File: src/rtl/sqw_timer_pkg.sv
package sqw_timer_pkg;
   typedef enum logic [1:0] {
      CMD_NOP     = 2'b00,
      CMD_STOP    = 2'b01,
      CMD_STOP_TC = 2'b10,
      CMD_START   = 2'b11
   } tmr_cmd_e;

   // positions inside the two-bit mode field
   localparam int MODE_RELOAD_BIT = 0;
   localparam int MODE_PULSE_BIT  = 1;
   localparam int MODE_W          = 2;
endpackage

File: src/rtl/sqw_tin_sync.sv
module sqw_tin_sync #(
   parameter int STAGES = 2
) (
   input  logic clk,
   input  logic rst,
   input  logic tin,
   output logic rise
);
   if (STAGES < 2) begin : g_bad_stages
      $error("sqw_tin_sync: STAGES must be at least 2");
   end

   logic [STAGES-1:0] sr_q;
   logic              last_q;

   for (genvar i = 0; i < STAGES; i++) begin : g_stage
      if (i == 0) begin : g_first
         always_ff @(posedge clk) begin
            if (rst) sr_q[0] <= 1'b0;
            else     sr_q[0] <= tin;
         end
      end else begin : g_next
         always_ff @(posedge clk) begin
            if (rst) sr_q[i] <= 1'b0;
            else     sr_q[i] <= sr_q[i-1];
         end
      end
   end

   always_ff @(posedge clk) begin
      if (rst) last_q <= 1'b0;
      else     last_q <= sr_q[STAGES-1];
   end

   assign rise = sr_q[STAGES-1] & ~last_q;
endmodule

File: src/rtl/sqw_len_reg.sv
module sqw_len_reg #(
   parameter int CNT_W  = 14,
   parameter int LANE_W = 1
) (
   input  logic              clk,
   input  logic              wr_en,
   input  logic [LANE_W-1:0] wr_lane,
   input  logic [7:0]        wr_data,
   output logic [CNT_W+1:0]  clr
);
   localparam int CLR_W = CNT_W + 2;

   // one flop per bit; the lane that owns it follows from its position
   for (genvar b = 0; b < CLR_W; b++) begin : g_bit
      logic bit_q;
      always_ff @(posedge clk) begin
         if (wr_en && (wr_lane == LANE_W'(b / 8)))
            bit_q <= wr_data[b % 8];
      end
      assign clr[b] = bit_q;
   end
endmodule

File: src/rtl/sqw_count_core.sv
module sqw_count_core
   import sqw_timer_pkg::*;
#(
   parameter int CNT_W = 14
) (
   input  logic             clk,
   input  logic             rst,
   input  logic             rise,
   input  logic             cmd_valid,
   input  logic [1:0]       cmd,
   input  logic [CNT_W+1:0] clr,
   input  logic             stat_rd,
   output logic             tout,
   output logic             tc_flag,
   output logic             running,
   output logic [CNT_W+1:0] cnt_rd
);
   typedef logic [CNT_W-1:0] cnt_t;

   function automatic cnt_t fix_len(cnt_t n);
      return (n < cnt_t'(2)) ? cnt_t'(2) : n;
   endfunction

   // 2*ceil(n/2) - 2, computed one bit wider to avoid wrap at full scale
   function automatic cnt_t hi_init(cnt_t n);
      logic [CNT_W:0] w;
      w = {1'b0, n} + (CNT_W+1)'(n[0]) - (CNT_W+1)'(2);
      return w[CNT_W-1:0];
   endfunction

   // 2*floor(n/2) - 2
   function automatic cnt_t lo_init(cnt_t n);
      logic [CNT_W:0] w;
      w = {1'b0, n} - (CNT_W+1)'(n[0]) - (CNT_W+1)'(2);
      return w[CNT_W-1:0];
   endfunction

   tmr_cmd_e          cmd_e;
   logic              cmd_act;
   logic              tc_evt;
   logic              run_q, ph_q, pst_q, pstp_q, flag_q;
   cnt_t              cnt_q, alen_q, nlen_q;
   logic [MODE_W-1:0] amode_q, nmode_q;
   cnt_t              clr_len;
   logic [MODE_W-1:0] clr_mode;

   assign cmd_e    = tmr_cmd_e'(cmd);
   assign cmd_act  = cmd_valid && (cmd_e != CMD_NOP);
   assign clr_len  = fix_len(clr[CNT_W-1:0]);
   assign clr_mode = clr[CNT_W+1:CNT_W];
   assign tc_evt   = run_q && rise && !cmd_act && ph_q && (cnt_q == '0);

   always_ff @(posedge clk) begin
      if (rst) begin
         run_q  <= 1'b0;
         pst_q  <= 1'b0;
         pstp_q <= 1'b0;
      end else if (cmd_act) begin
         unique case (cmd_e)
            CMD_START: begin
               if (!run_q) begin
                  run_q   <= 1'b1;
                  pst_q   <= 1'b0;
                  pstp_q  <= 1'b0;
                  amode_q <= clr_mode;
                  alen_q  <= clr_len;
                  ph_q    <= 1'b0;
                  cnt_q   <= hi_init(clr_len);
               end else begin
                  pst_q   <= 1'b1;
                  nlen_q  <= clr_len;
                  nmode_q <= clr_mode;
               end
            end
            CMD_STOP: begin
               if (run_q) begin
                  run_q  <= 1'b0;
                  pst_q  <= 1'b0;
                  pstp_q <= 1'b0;
               end
            end
            CMD_STOP_TC: begin
               if (run_q) pstp_q <= 1'b1;
            end
            default: ;
         endcase
      end else if (run_q && rise) begin
         if (!ph_q) begin
            if (cnt_q == '0) begin
               ph_q  <= 1'b1;
               cnt_q <= lo_init(alen_q);
            end else begin
               cnt_q <= cnt_q - cnt_t'(2);
            end
         end else if (cnt_q != '0) begin
            cnt_q <= cnt_q - cnt_t'(2);
         end else begin
            pst_q  <= 1'b0;
            pstp_q <= 1'b0;
            if (pst_q) begin
               amode_q <= nmode_q;
               alen_q  <= nlen_q;
               ph_q    <= 1'b0;
               cnt_q   <= hi_init(nlen_q);
            end else if (pstp_q || !amode_q[MODE_RELOAD_BIT]) begin
               run_q <= 1'b0;
            end else begin
               ph_q  <= 1'b0;
               cnt_q <= hi_init(alen_q);
            end
         end
      end
   end

   always_ff @(posedge clk) begin
      if (rst)          flag_q <= 1'b0;
      else if (tc_evt)  flag_q <= 1'b1;
      else if (stat_rd) flag_q <= 1'b0;
   end

   logic last_period;
   assign last_period = ph_q && (cnt_q == '0);

   always_comb begin
      if (!run_q)                        tout = 1'b1;
      else if (amode_q[MODE_PULSE_BIT])  tout = ~last_period;
      else                               tout = ~ph_q;
   end

   assign tc_flag = flag_q;
   assign running = run_q;
   assign cnt_rd  = {amode_q, cnt_q};


   cnt_even_chk: assert property (@(posedge clk) disable iff (rst)
      run_q |-> !cnt_q[0]);

   stop_now_chk: assert property (@(posedge clk) disable iff (rst)
      (cmd_valid && cmd_e == CMD_STOP) |=> !run_q);

   defer_start_chk: assert property (@(posedge clk) disable iff (rst)
      (run_q && cmd_valid && cmd_e == CMD_START) |=> (run_q && $stable(amode_q) && $stable(cnt_q)));

   cmd_masks_edge_chk: assert property (@(posedge clk) disable iff (rst)
      (run_q && cmd_valid && cmd_e == CMD_STOP_TC) |=> ($stable(cnt_q) && $stable(ph_q)));

   oneshot_end_chk: assert property (@(posedge clk) disable iff (rst)
      (tc_evt && !pst_q && !amode_q[MODE_RELOAD_BIT]) |=> !run_q);

   tc_sets_flag_chk: assert property (@(posedge clk) disable iff (rst)
      tc_evt |=> tc_flag);

   rd_clears_flag_chk: assert property (@(posedge clk) disable iff (rst)
      (stat_rd && !tc_evt) |=> !tc_flag);
endmodule

File: src/rtl/sqw_timer.sv
module sqw_timer #(
   parameter int CNT_W       = 14,
   parameter int SYNC_STAGES = 2
) (
   input  logic             clk,
   input  logic             rst,
   input  logic             tmr_in,
   input  logic             wr_en,
   input  logic             wr_lane,
   input  logic [7:0]       wr_data,
   input  logic             cmd_valid,
   input  logic [1:0]       cmd,
   input  logic             stat_rd,
   output logic             tmr_out,
   output logic             tc_flag,
   output logic             running,
   output logic [CNT_W+1:0] cnt_rd
);
   localparam int CLR_W = CNT_W + 2;
   localparam int LANES = (CLR_W + 7) / 8;

   if (CNT_W < 7 || CNT_W > 14) begin : g_bad_width
      $error("sqw_timer: CNT_W must lie in 7..14 for a two-byte register");
   end
   if (LANES != 2) begin : g_bad_lanes
      $error("sqw_timer: register must span exactly two byte lanes");
   end

   logic             rise;
   logic [CLR_W-1:0] clr;

   sqw_tin_sync #(.STAGES(SYNC_STAGES)) sync_i (
      .clk (clk),
      .rst (rst),
      .tin (tmr_in),
      .rise(rise)
   );

   sqw_len_reg #(.CNT_W(CNT_W), .LANE_W(1)) len_i (
      .clk    (clk),
      .wr_en  (wr_en),
      .wr_lane(wr_lane),
      .wr_data(wr_data),
      .clr    (clr)
   );

   sqw_count_core #(.CNT_W(CNT_W)) core_i (
      .clk      (clk),
      .rst      (rst),
      .rise     (rise),
      .cmd_valid(cmd_valid),
      .cmd      (cmd),
      .clr      (clr),
      .stat_rd  (stat_rd),
      .tout     (tmr_out),
      .tc_flag  (tc_flag),
      .running  (running),
      .cnt_rd   (cnt_rd)
   );
endmodule

File: config.mk
export PLATFORM = sky130hd
export DESIGN_NAME = sqw_timer
export DESIGN_NICKNAME = d
export VERILOG_FILES = /design/src/rtl/sqw_timer_pkg.sv /design/src/rtl/sqw_tin_sync.sv /design/src/rtl/sqw_len_reg.sv /design/src/rtl/sqw_count_core.sv /design/src/rtl/sqw_timer.sv
export SDC_FILE = /design/constraint.sdc
export NUM_CORES = 1
export LEC_CHECK = 0
export ABC_AREA = 1
export BUFFER_PORTS_ARGS = -buffer_cell sky130_fd_sc_hd__buf_2
export CORE_MARGIN = 5
export CORE_UTILIZATION = 35
export DETAILED_ROUTE_END_ITERATION = 7
export PLACE_DENSITY_LB_ADDON = 0.1
export SYNTH_ARGS = -nofsm -noshare
export SYNTH_HDL_FRONTEND = slang
export SYNTH_SLANG_ARGS = --single-unit
File: constraint.sdc
create_clock -name clk -period 3.9 [get_ports clk]
set_input_delay 0.78 -clock clk [delete_from_list [all_inputs] [get_ports clk]]
set_output_delay 0.78 -clock clk [all_outputs]
set_load 0.03 [all_outputs]
==> results of run 1 <==
## worst max-delay path by stage
stage               slack (ns)  cells after the start                  start               end
floorplan                 0.58                      8                 cmd[0]  core_i.alen_q[0]
global route              0.39                     17  len_i.g_bit[13].bit_q  core_i.cnt_q[10]
finish                    0.72                     17  len_i.g_bit[13].bit_q  core_i.cnt_q[10]
CTS                       0.70                     16  len_i.g_bit[11].bit_q  core_i.cnt_q[10]
detailed placement        0.73                     17  len_i.g_bit[13].bit_q  core_i.cnt_q[10]
global placement          0.73                     17  len_i.g_bit[13].bit_q  core_i.cnt_q[10]
## where the power goes
part           switching [W]  internal [W]
clock               0.000302      0.000489
sequential         0.0000213      0.000837
combinational       0.000185     0.0000927
total               0.000508       0.00142
## cell families after synthesis
group,Yosys count,synth area share [%]
simple gates,338,26.0
buf+inv,159,11.0
compound gates,103,10.3
flops,69,35.3
fa+ha+maj,57,13.0
xor+xnor,28,4.33
other cells,1,0.0662
## per-layer routing
layer | vias to the layer above | track usage (%) | wire length (um)
li1 | 2481 | - | -
met1 | 2184 | 24.5 | 7740
met2 | 78 | 27.2 | 7070
met3 | 11 | 2.85 | 480
met4 | 0 | 3.77 | 172
met5 | - | 0 | 0
## worst max-delay path, cell delays in order, from the launching register on
cell      delay (ns)
edfxtp_1        0.35
inv_1           0.08
ha_1            0.14
nand3_1         0.10
nor4_1          0.36
inv_1           0.07
nand2_1         0.11
ha_1            0.16
inv_1           0.04
ha_1            0.24
fa_1            0.49
nand3_1         0.10
nand2_1         0.08
a21oi_1         0.20
o21bai_1        0.10
xor2_1          0.15
nor2_1          0.13
a21oi_2         0.04
## layout make-up
type,instances,area [um^2],area share (%)
Clock inverter,7,66.3,1.04
Tap cell,216,270,4.25
Timing Repair Buffer,42,230,3.62
Inverter,136,510,8.03
Multi-Input combinational cell,527,3060,48.1
Clock buffer,9,225,3.54
Sequential cell,69,2000,31.5
## cell usage after synthesis (4+ instances only)
cell type / count
nand2_1: 204
inv_1: 129
edfxtp_1: 62
ha_1: 54
nor2_1: 52
nand3_1: 48
a21oi_1: 37
o21ai_0: 36
xor2_1: 23
clkbuf_1: 15
nand4_1: 12
dfxtp_1: 7
a21oi_2: 6
inv_2: 6
o21ai_1: 6
xnor2_1: 5
buf_2: 4
## flip-flops by register name, summed over array words and instances, names as in the netlist
name	count
core_i.cnt_q	13
core_i.nmode_q	2
sync_i.last_q	1
core_i.alen_q	14
core_i.ph_q	1
core_i.pstp_q	1
len_i.g_bit.bit_q	16
sync_i.sr_q	2
core_i.nlen_q	14
core_i.tc_flag	1
core_i.running	1
core_i.pst_q	1
core_i.amode_q	2
## metrics by stage
stage	instance area, um^2	total power [W]	cells
CTS	6360	0.00195	1006
floorplan	5670	0.00106	755
global route	6360	0.00202	1006
finish	6360	0.00193	1006
global placement	6070	0.00115	990
detailed placement	6070	0.00115	990
==> metrics.yaml, run 1 <==
worstMarginPinSlew_ns: 0.663
cts_tree: "built"
reg2reg_from: "len_i.g_bit[13].bit_q"
regToRegSetupSlack_ns: 0.72
ys_seq_elements: 69
dr.pass1.iters: 5
final_nets: 859
postCtsSetupBuffers: 0
maxSlewViolCount: 0
ctsHoldBuffers: 0
clk_pin_slew_ns: 0.05
cp.arrival_ns: 3.26
max-clock-path-buffers: 2
netlist_area_mm2: 0.00567
maxCapViolCount: 0
pin_count: 36
num_vias: 4754
fin_crit_sh_pct: 81.5
clkLatencyLatePin_ns: 0.34
synth_cells: 755
overflow: 0
grt_pass1_vias: 4695
synth_nets: 829
initial_core_util_pct: 35.7
hold-worst-slack_ns: 0.404
wl_um: 15500
required_ns: 3.98
drive_above_1_share_pct: 11.0
hold_viol_final: 0
die_area_mm2: 0.0188
cts_made_buffers: 9
worstSetupStartpointType: "flip-flop"
hold_path_class: "reg -> reg"
core_mm2: 0.0159
hold_end: "sync_i.sr_q[1]"
powerDensity_mw_per_mm2: 303
ff2ff_path_depth: 17
layout_commonest_cell: "nand2_1"
setup_tns_ns: 0
wl_per_cell_um: 15.4
fin_util_pct: 40.0
gp_congestion: 0.892
dpl.hpwl_um: 12800
die_w_um: 137
crit_fanout: 4
setup_ws_ns: 0.722
synthTopCellsByArea: "edfxtp_1, nand2_1, ha_1"
end_kind: "flip-flop"
cts_max_level: 3
cts.sinks: 69
drt_iter0_drc: 239
async_flop_share_pct: 0
rsz0062_at_grt: "no"
grt_max_degree: 38
final_cell_mix: "nand2_1, inv_1, edfxtp_1"
die_h_um: 137
yosysTopAreaCell: "edfxtp_1"
synth_cell_type_count: 45
grt_antenna_before_repair: 0
post_cts_resized: 0
syn_area_per_cell_um2: 7.51
antenna_cells: 0
peakVddDrop_mv: 0.270
synthFlopType: "edfxtp_1"
fillerInstances: 1700
hold-path-cell-count: 2
p_leak_nw: 3.07
synth_edf_count: 62
routed_via_density: 4.73
yosys.area.top_type_share_pct: 32.9
crit_type: "reg -> reg"
clock.fmax_mhz: 315
worst_hold_startpoint: "sync_i.sr_q[0]"
synth_warnings: 0
cts_root_buf: "clkbuf_16"
slew_headroom_pct: 55.7
finalCriticalPeriod_ns: 3.18
status: "completed"
drc: 0
grtUsageTotal_pct: 17.1
grt_pass1_wl_um: 24500
dp_slack_ns: 0.728
setup_viol: 0
rows: 46
ys_seq_area_share_pct: 35.3
worstReg2RegEnd: "core_i.cnt_q[10]"
postRouteAntennaNets: 0
final.setup_skew_ns: 0.00969
io_buffer_count: 34
syn_to_final_growth_pct: 12.3
Power figures use the tool's default switching activity.
==> run 2: changes to the inputs <==
Clock period 3.9 ns to 3.2 ns, I/O delays scaled along.
==> run 2 against run 1 <==
Compared with the run above:
- die area unchanged
- sequential share of layout area shrank 0.55 points
- non-clock buffer count increased by 13
- sequential power rose by 21%
- critical path depth fell by 1
- critical endpoint unchanged
- clock power is 26% higher
- register-to-register slack lost 0.47 ns
- hold slack improved by 0.00080 ns
- cell count up 1.3%
- clock-buffer cell count up 2
- largest cell class unchanged
- global-route usage increased by 0.59 points
- worst setup slack got worse by 0.47 ns
==> metrics.yaml, run 2 (synthesis gave the netlist of run 1 again) <==
status: "completed"
required_ns: 3.29
wl_um: 16000
grt_pass1_vias: 4779
drc: 0
wl_met2_um: 7330
hold_viol_final: 0
clk_pin_slew_ns: 0.06
top_layer_used: "met4"
die_h_um: 137
hold-worst-slack_ns: 0.405
largest_register_ffs: 16
crit_fanout: 3
dr.pass1.iters: 6
setup_viol: 0
layout_commonest_cell: "nand2_1"
crit_type: "reg -> reg"
clkPwrFrac_pct: 41.4
num_vias: 4899
maxSlewViolCount: 0
cts_root_buf: "clkbuf_16"
intPower_w: 0.00177
grt_antenna_before_repair: 0
clock.fmax_mhz: 339
routed_via_density: 4.81
drive_above_1_share_pct: 13.0
final_nets: 872
cts.sinks: 69
rsz0062_at_grt: "no"
slew_headroom_pct: 55.3
final.setup_skew_ns: 0.00687
cts_tree: "built"
drt_iter0_drc: 248
maxCapViolCount: 0
cts_made_buffers: 9
die_w_um: 137
io_buffer_count: 34
top_regs: "len_i.g_bit.bit_q x16, core_i.alen_q x14, core_i.nlen_q x14"
finalCriticalPeriod_ns: 2.95
seqPwrFrac_pct: 43.4
powerDensity_mw_per_mm2: 371
routed-wl-met3_um: 634
overflow: 0
grt_max_degree: 26
postRouteAntennaNets: 0
max-clock-path-buffers: 2
dpl.hpwl_um: 13100
wl_met1_um: 7830
antenna_cells: 0
end_kind: "flip-flop"
die_area_mm2: 0.0188
peakVddDrop_mv: 0.335
clkLatencyLatePin_ns: 0.34
p_sw_w: 0.000637
grt_pass1_wl_um: 25300
pwr-share-comb_pct: 15.2
p_sw_share_pct: 26.5
largest-register: "len_i.g_bit.bit_q"
cp.arrival_ns: 3.04
pin_count: 36
core_mm2: 0.0159
worstSetupStartpointType: "flip-flop"
grtUsageTotal_pct: 17.7
hold_path_class: "reg -> reg"
wl_per_cell_um: 15.7
rows: 46
setup_tns_ns: 0
cts_max_level: 3
syn_to_final_growth_pct: 14.3
p_leak_nw: 3.13
final_cell_mix: "nand2_1, inv_1, edfxtp_1"
fin_crit_sh_pct: 92.2
worstMarginPinSlew_ns: 0.669
gp_congestion: 0.902
initial_core_util_pct: 35.7
[run 2: changes by cell type in the layout (fill, tap and decap cells not counted), sizes merged]
cell,change
clkinv,-1
buf,+13
clkinvlp,-1
clkbuf,+2
[run 2: stage by stage]
stage	cell area [um^2]	power (W)	instances	util [%]	worst slack, ns
2_1_floorplan	5670	0.00130	755	-	0.0191
6_report	6470	0.00240	1019	40.8	0.249
4_1_cts	6410	0.00242	1012	40.3	0.0610
5_1_grt	6470	0.00252	1019	40.8	0.00477
3_3_place_gp	6110	0.00142	996	38.5	0.0977
3_5_place_dp	6110	0.00142	996	38.5	0.0690
[run 2: cell type report]
cell class | instances | area, um^2
clock inverters | 5 | 50.0
fillers | 1636 | 9410
inverters | 136 | 510
repair buffers | 55 | 328
clock buffers | 11 | 243
flip-flops and latches | 69 | 2000
well taps | 216 | 270
multi-input cells | 527 | 3070
[run 2: worst paths after layout]
check	start	endpoint	slack (ns)	depth (start not counted)
setup / recovery	len_i.g_bit[5].bit_q	core_i.cnt_q[10]	0.25	16
hold / removal	sync_i.sr_q[0]	sync_i.sr_q[1]	0.41	2
setup reg to reg	len_i.g_bit[5].bit_q	core_i.cnt_q[10]	0.25	16
hold reg to reg	sync_i.sr_q[0]	sync_i.sr_q[1]	0.41	2
[run 2: worst max-delay path, stage by stage (launching register included)]
cell and delay [ns]:
edfxtp_1 0.42, inv_1 0.10, nand4_1 0.11, nor4_2 0.31, inv_1 0.09, nand2_2 0.08, ha_1 0.14, inv_1 0.04
ha_2 0.20, fa_1 0.44, nand3_1 0.08, nand2_1 0.09, a21oi_2 0.18, o21bai_1 0.09, xor2_1 0.14, nor2_1 0.14
a21oi_2 0.04
[run 2: power by group through the flow]
stage	registers (W)	clock network, W	logic (W)
2_1_floorplan	0.00107	0	0.000227
3_3_place_gp	0.00106	0	0.000357
3_5_place_dp	0.00106	0	0.000354
4_1_cts	0.00104	0.00102	0.000356
5_1_grt	0.00105	0.00106	0.000414
6_report	0.00104	0.000995	0.000365
[run 2: timing repair]
action / CTS / global route
hold buffers: 0 / 0
setup buffers: 0 / 7
endpoints found under the setup margin: 0 / 2
resized for setup: 0 / 5
[run 2: routing by layer]
layer	GRT usage (%)	up-vias
li1	-	2519
met5	0	-
met4	4.88	0
met2	28.0	105
met3	3.21	19
met1	24.9	2256
==> run 3: changes to the inputs <==
Settings changed: CELL_PAD_IN_SITES_DETAIL_PLACEMENT set to 0, CELL_PAD_IN_SITES_GLOBAL_PLACEMENT set to 1.
==> run 3 against run 2 <==
Compared with the run above:
- flip-flop and latch count stayed put
- first-iteration DRC count is 14% higher
- hold slack better by 0.0019 ns
- via count is 2.3% lower
==> metrics.yaml, run 3 (synthesis gave the netlist of run 1 again) <==
critPathTopFamily: "simple AND/OR/NAND/NOR gates"
worstReg2RegEnd: "core_i.cnt_q[10]"
layout_commonest_cell: "nand2_1"
clkLatencyLatePin_ns: 0.33
cts.sinks: 69
die_area_mm2: 0.0188
hold_viol_final: 0
max_stage_delay_ns: 0.46
final.setup_skew_ns: 0.00737
die_h_um: 137
cp.arrival_ns: 3.07
fin_crit_sh_pct: 93.6
hold-path-cell-count: 2
required_ns: 3.27
maxSlewViolCount: 0
worst_hold_startpoint: "sync_i.sr_q[0]"
grt_antenna_before_repair: 0
crit_type: "reg -> reg"
clock.fmax_mhz: 334
core_mm2: 0.0159
hold_path_class: "reg -> reg"
antenna_cells: 0
cts_made_buffers: 9
num_vias: 4786
finalCriticalPeriod_ns: 3.00
dp_slack_ns: 0.0773
grtUsageTotal_pct: 17.7
powerDensity_mw_per_mm2: 382
cp_num_buf_inv: 3
syn_to_final_growth_pct: 14.9
max-clock-path-buffers: 2
dr.pass1.iters: 5
crit_fanout: 4
worstMarginPinSlew_ns: 0.661
io_buffer_count: 34
drt_iter0_drc: 283
reg2reg_from: "len_i.g_bit[6].bit_q"
hold_end: "sync_i.sr_q[1]"
slew_headroom_pct: 55.8
largest_register_ffs: 16
dpl.hpwl_um: 13200
ff2ff_path_depth: 16
setup_ws_ns: 0.204
worstSetupStartpointType: "flip-flop"
top_regs: "len_i.g_bit.bit_q x16, core_i.alen_q x14, core_i.nlen_q x14"
clk_pin_slew_ns: 0.06
die_w_um: 137
drc: 0
p_total_w: 0.00249
wl_per_cell_um: 15.7
p_leak_nw: 3.16
status: "completed"
end_kind: "flip-flop"
grt_pass1_wl_um: 25400
initial_core_util_pct: 35.7
setup_viol: 0
cts_tree: "built"
postRouteAntennaNets: 0
path_cells: "inv_2 > nand4_1 > nor4_2 > inv_1 > nand2_2 > ha_1 > inv_1 > ha_1 > fa_2 > nand3_1 > nand2_1 > a21oi_2 > o21bai_1 > xor2_1 > nor2_1 > a21oi_2"
gp_congestion: 0.866
crit_slowest_cell: "edfxtp_1"
final_cell_mix: "nand2_1, inv_1, edfxtp_1"
overflow: 0
peakVddDrop_mv: 0.325
final_nets: 874
largest-register: "len_i.g_bit.bit_q"
regToRegSetupSlack_ns: 0.20
routed_via_density: 4.69
grt_pass1_vias: 4803
maxCapViolCount: 0
grt_max_degree: 23
rows: 46
cts_max_level: 3
cts_root_buf: "clkbuf_16"
pin_count: 36
wl_um: 16000
drive_above_1_share_pct: 13.4
-- run 3: worst max-delay path by stage --
stage	from	to	slack [ns]	cells after the start
finish	len_i.g_bit[6].bit_q	core_i.cnt_q[10]	0.20	16
global route	len_i.g_bit[6].bit_q	core_i.cnt_q[10]	-0.02	16
CTS	len_i.g_bit[13].bit_q	core_i.cnt_q[10]	0.07	17
detailed placement	len_i.g_bit[13].bit_q	core_i.cnt_q[10]	0.08	17
global placement	len_i.g_bit[13].bit_q	core_i.cnt_q[10]	0.10	17
floorplan	cmd[0]	core_i.alen_q[0]	0.02	8
-- run 3: where the power goes --
group	switching, W	internal [W]
combinational	0.000245	0.000133
sequential	0.0000218	0.00102
clock	0.000388	0.000683
-- run 3: through the flow --
stage | instances | util [%] | TNS, ns | hold slack (ns) | instance area, um^2
after floorplan | 755 | - | 0 | 0.388 | 5670
after global placement | 996 | 38.5 | 0 | 0.400 | 6110
after detailed placement | 996 | 38.5 | 0 | 0.399 | 6110
after CTS | 1012 | 40.5 | 0 | 0.408 | 6430
after global routing | 1021 | 41.0 | -0.0247 | 0.456 | 6510
final | 1021 | 41.0 | 0 | 0.407 | 6510
-- run 3: final cells by class --
cell class                      count  area [um^2]
Clock buffer                       10          229
Multi-Input combinational cell    527         3070
Tap cell                          216          270
Fill cell                        1695         9370
Clock inverter                      6         87.6
Inverter                          136          510
Timing Repair Buffer               57          343
Sequential cell                    69         2000
-- run 3: routing by layer --
metal / wire length (um) / global-route usage, % / up-vias
met2: 7300 / 28.6 / 91
met1: 7900 / 24.9 / 2156
met4: 269 / 4.71 / 0
li1: - / - / 2521
met5: 0 / 0 / -
met3: 557 / 2.45 / 18
-- run 3: worst register-to-register path: stages, from the launching register on --
cell      delay, ns
edfxtp_1       0.46
inv_2          0.09
nand4_1        0.13
nor4_2         0.31
inv_1          0.09
nand2_2        0.08
ha_1           0.13
inv_1          0.04
ha_1           0.23
fa_2           0.39
nand3_1        0.08
nand2_1        0.10
a21oi_2        0.19
o21bai_1       0.09
xor2_1         0.15
nor2_1         0.14
a21oi_2        0.04
-- run 3: repair_timing --
item                       CTS  global route
setup endpoints to repair    0             4
gates resized for setup      0             5
setup buffers                0             9
hold buffers                 0             0
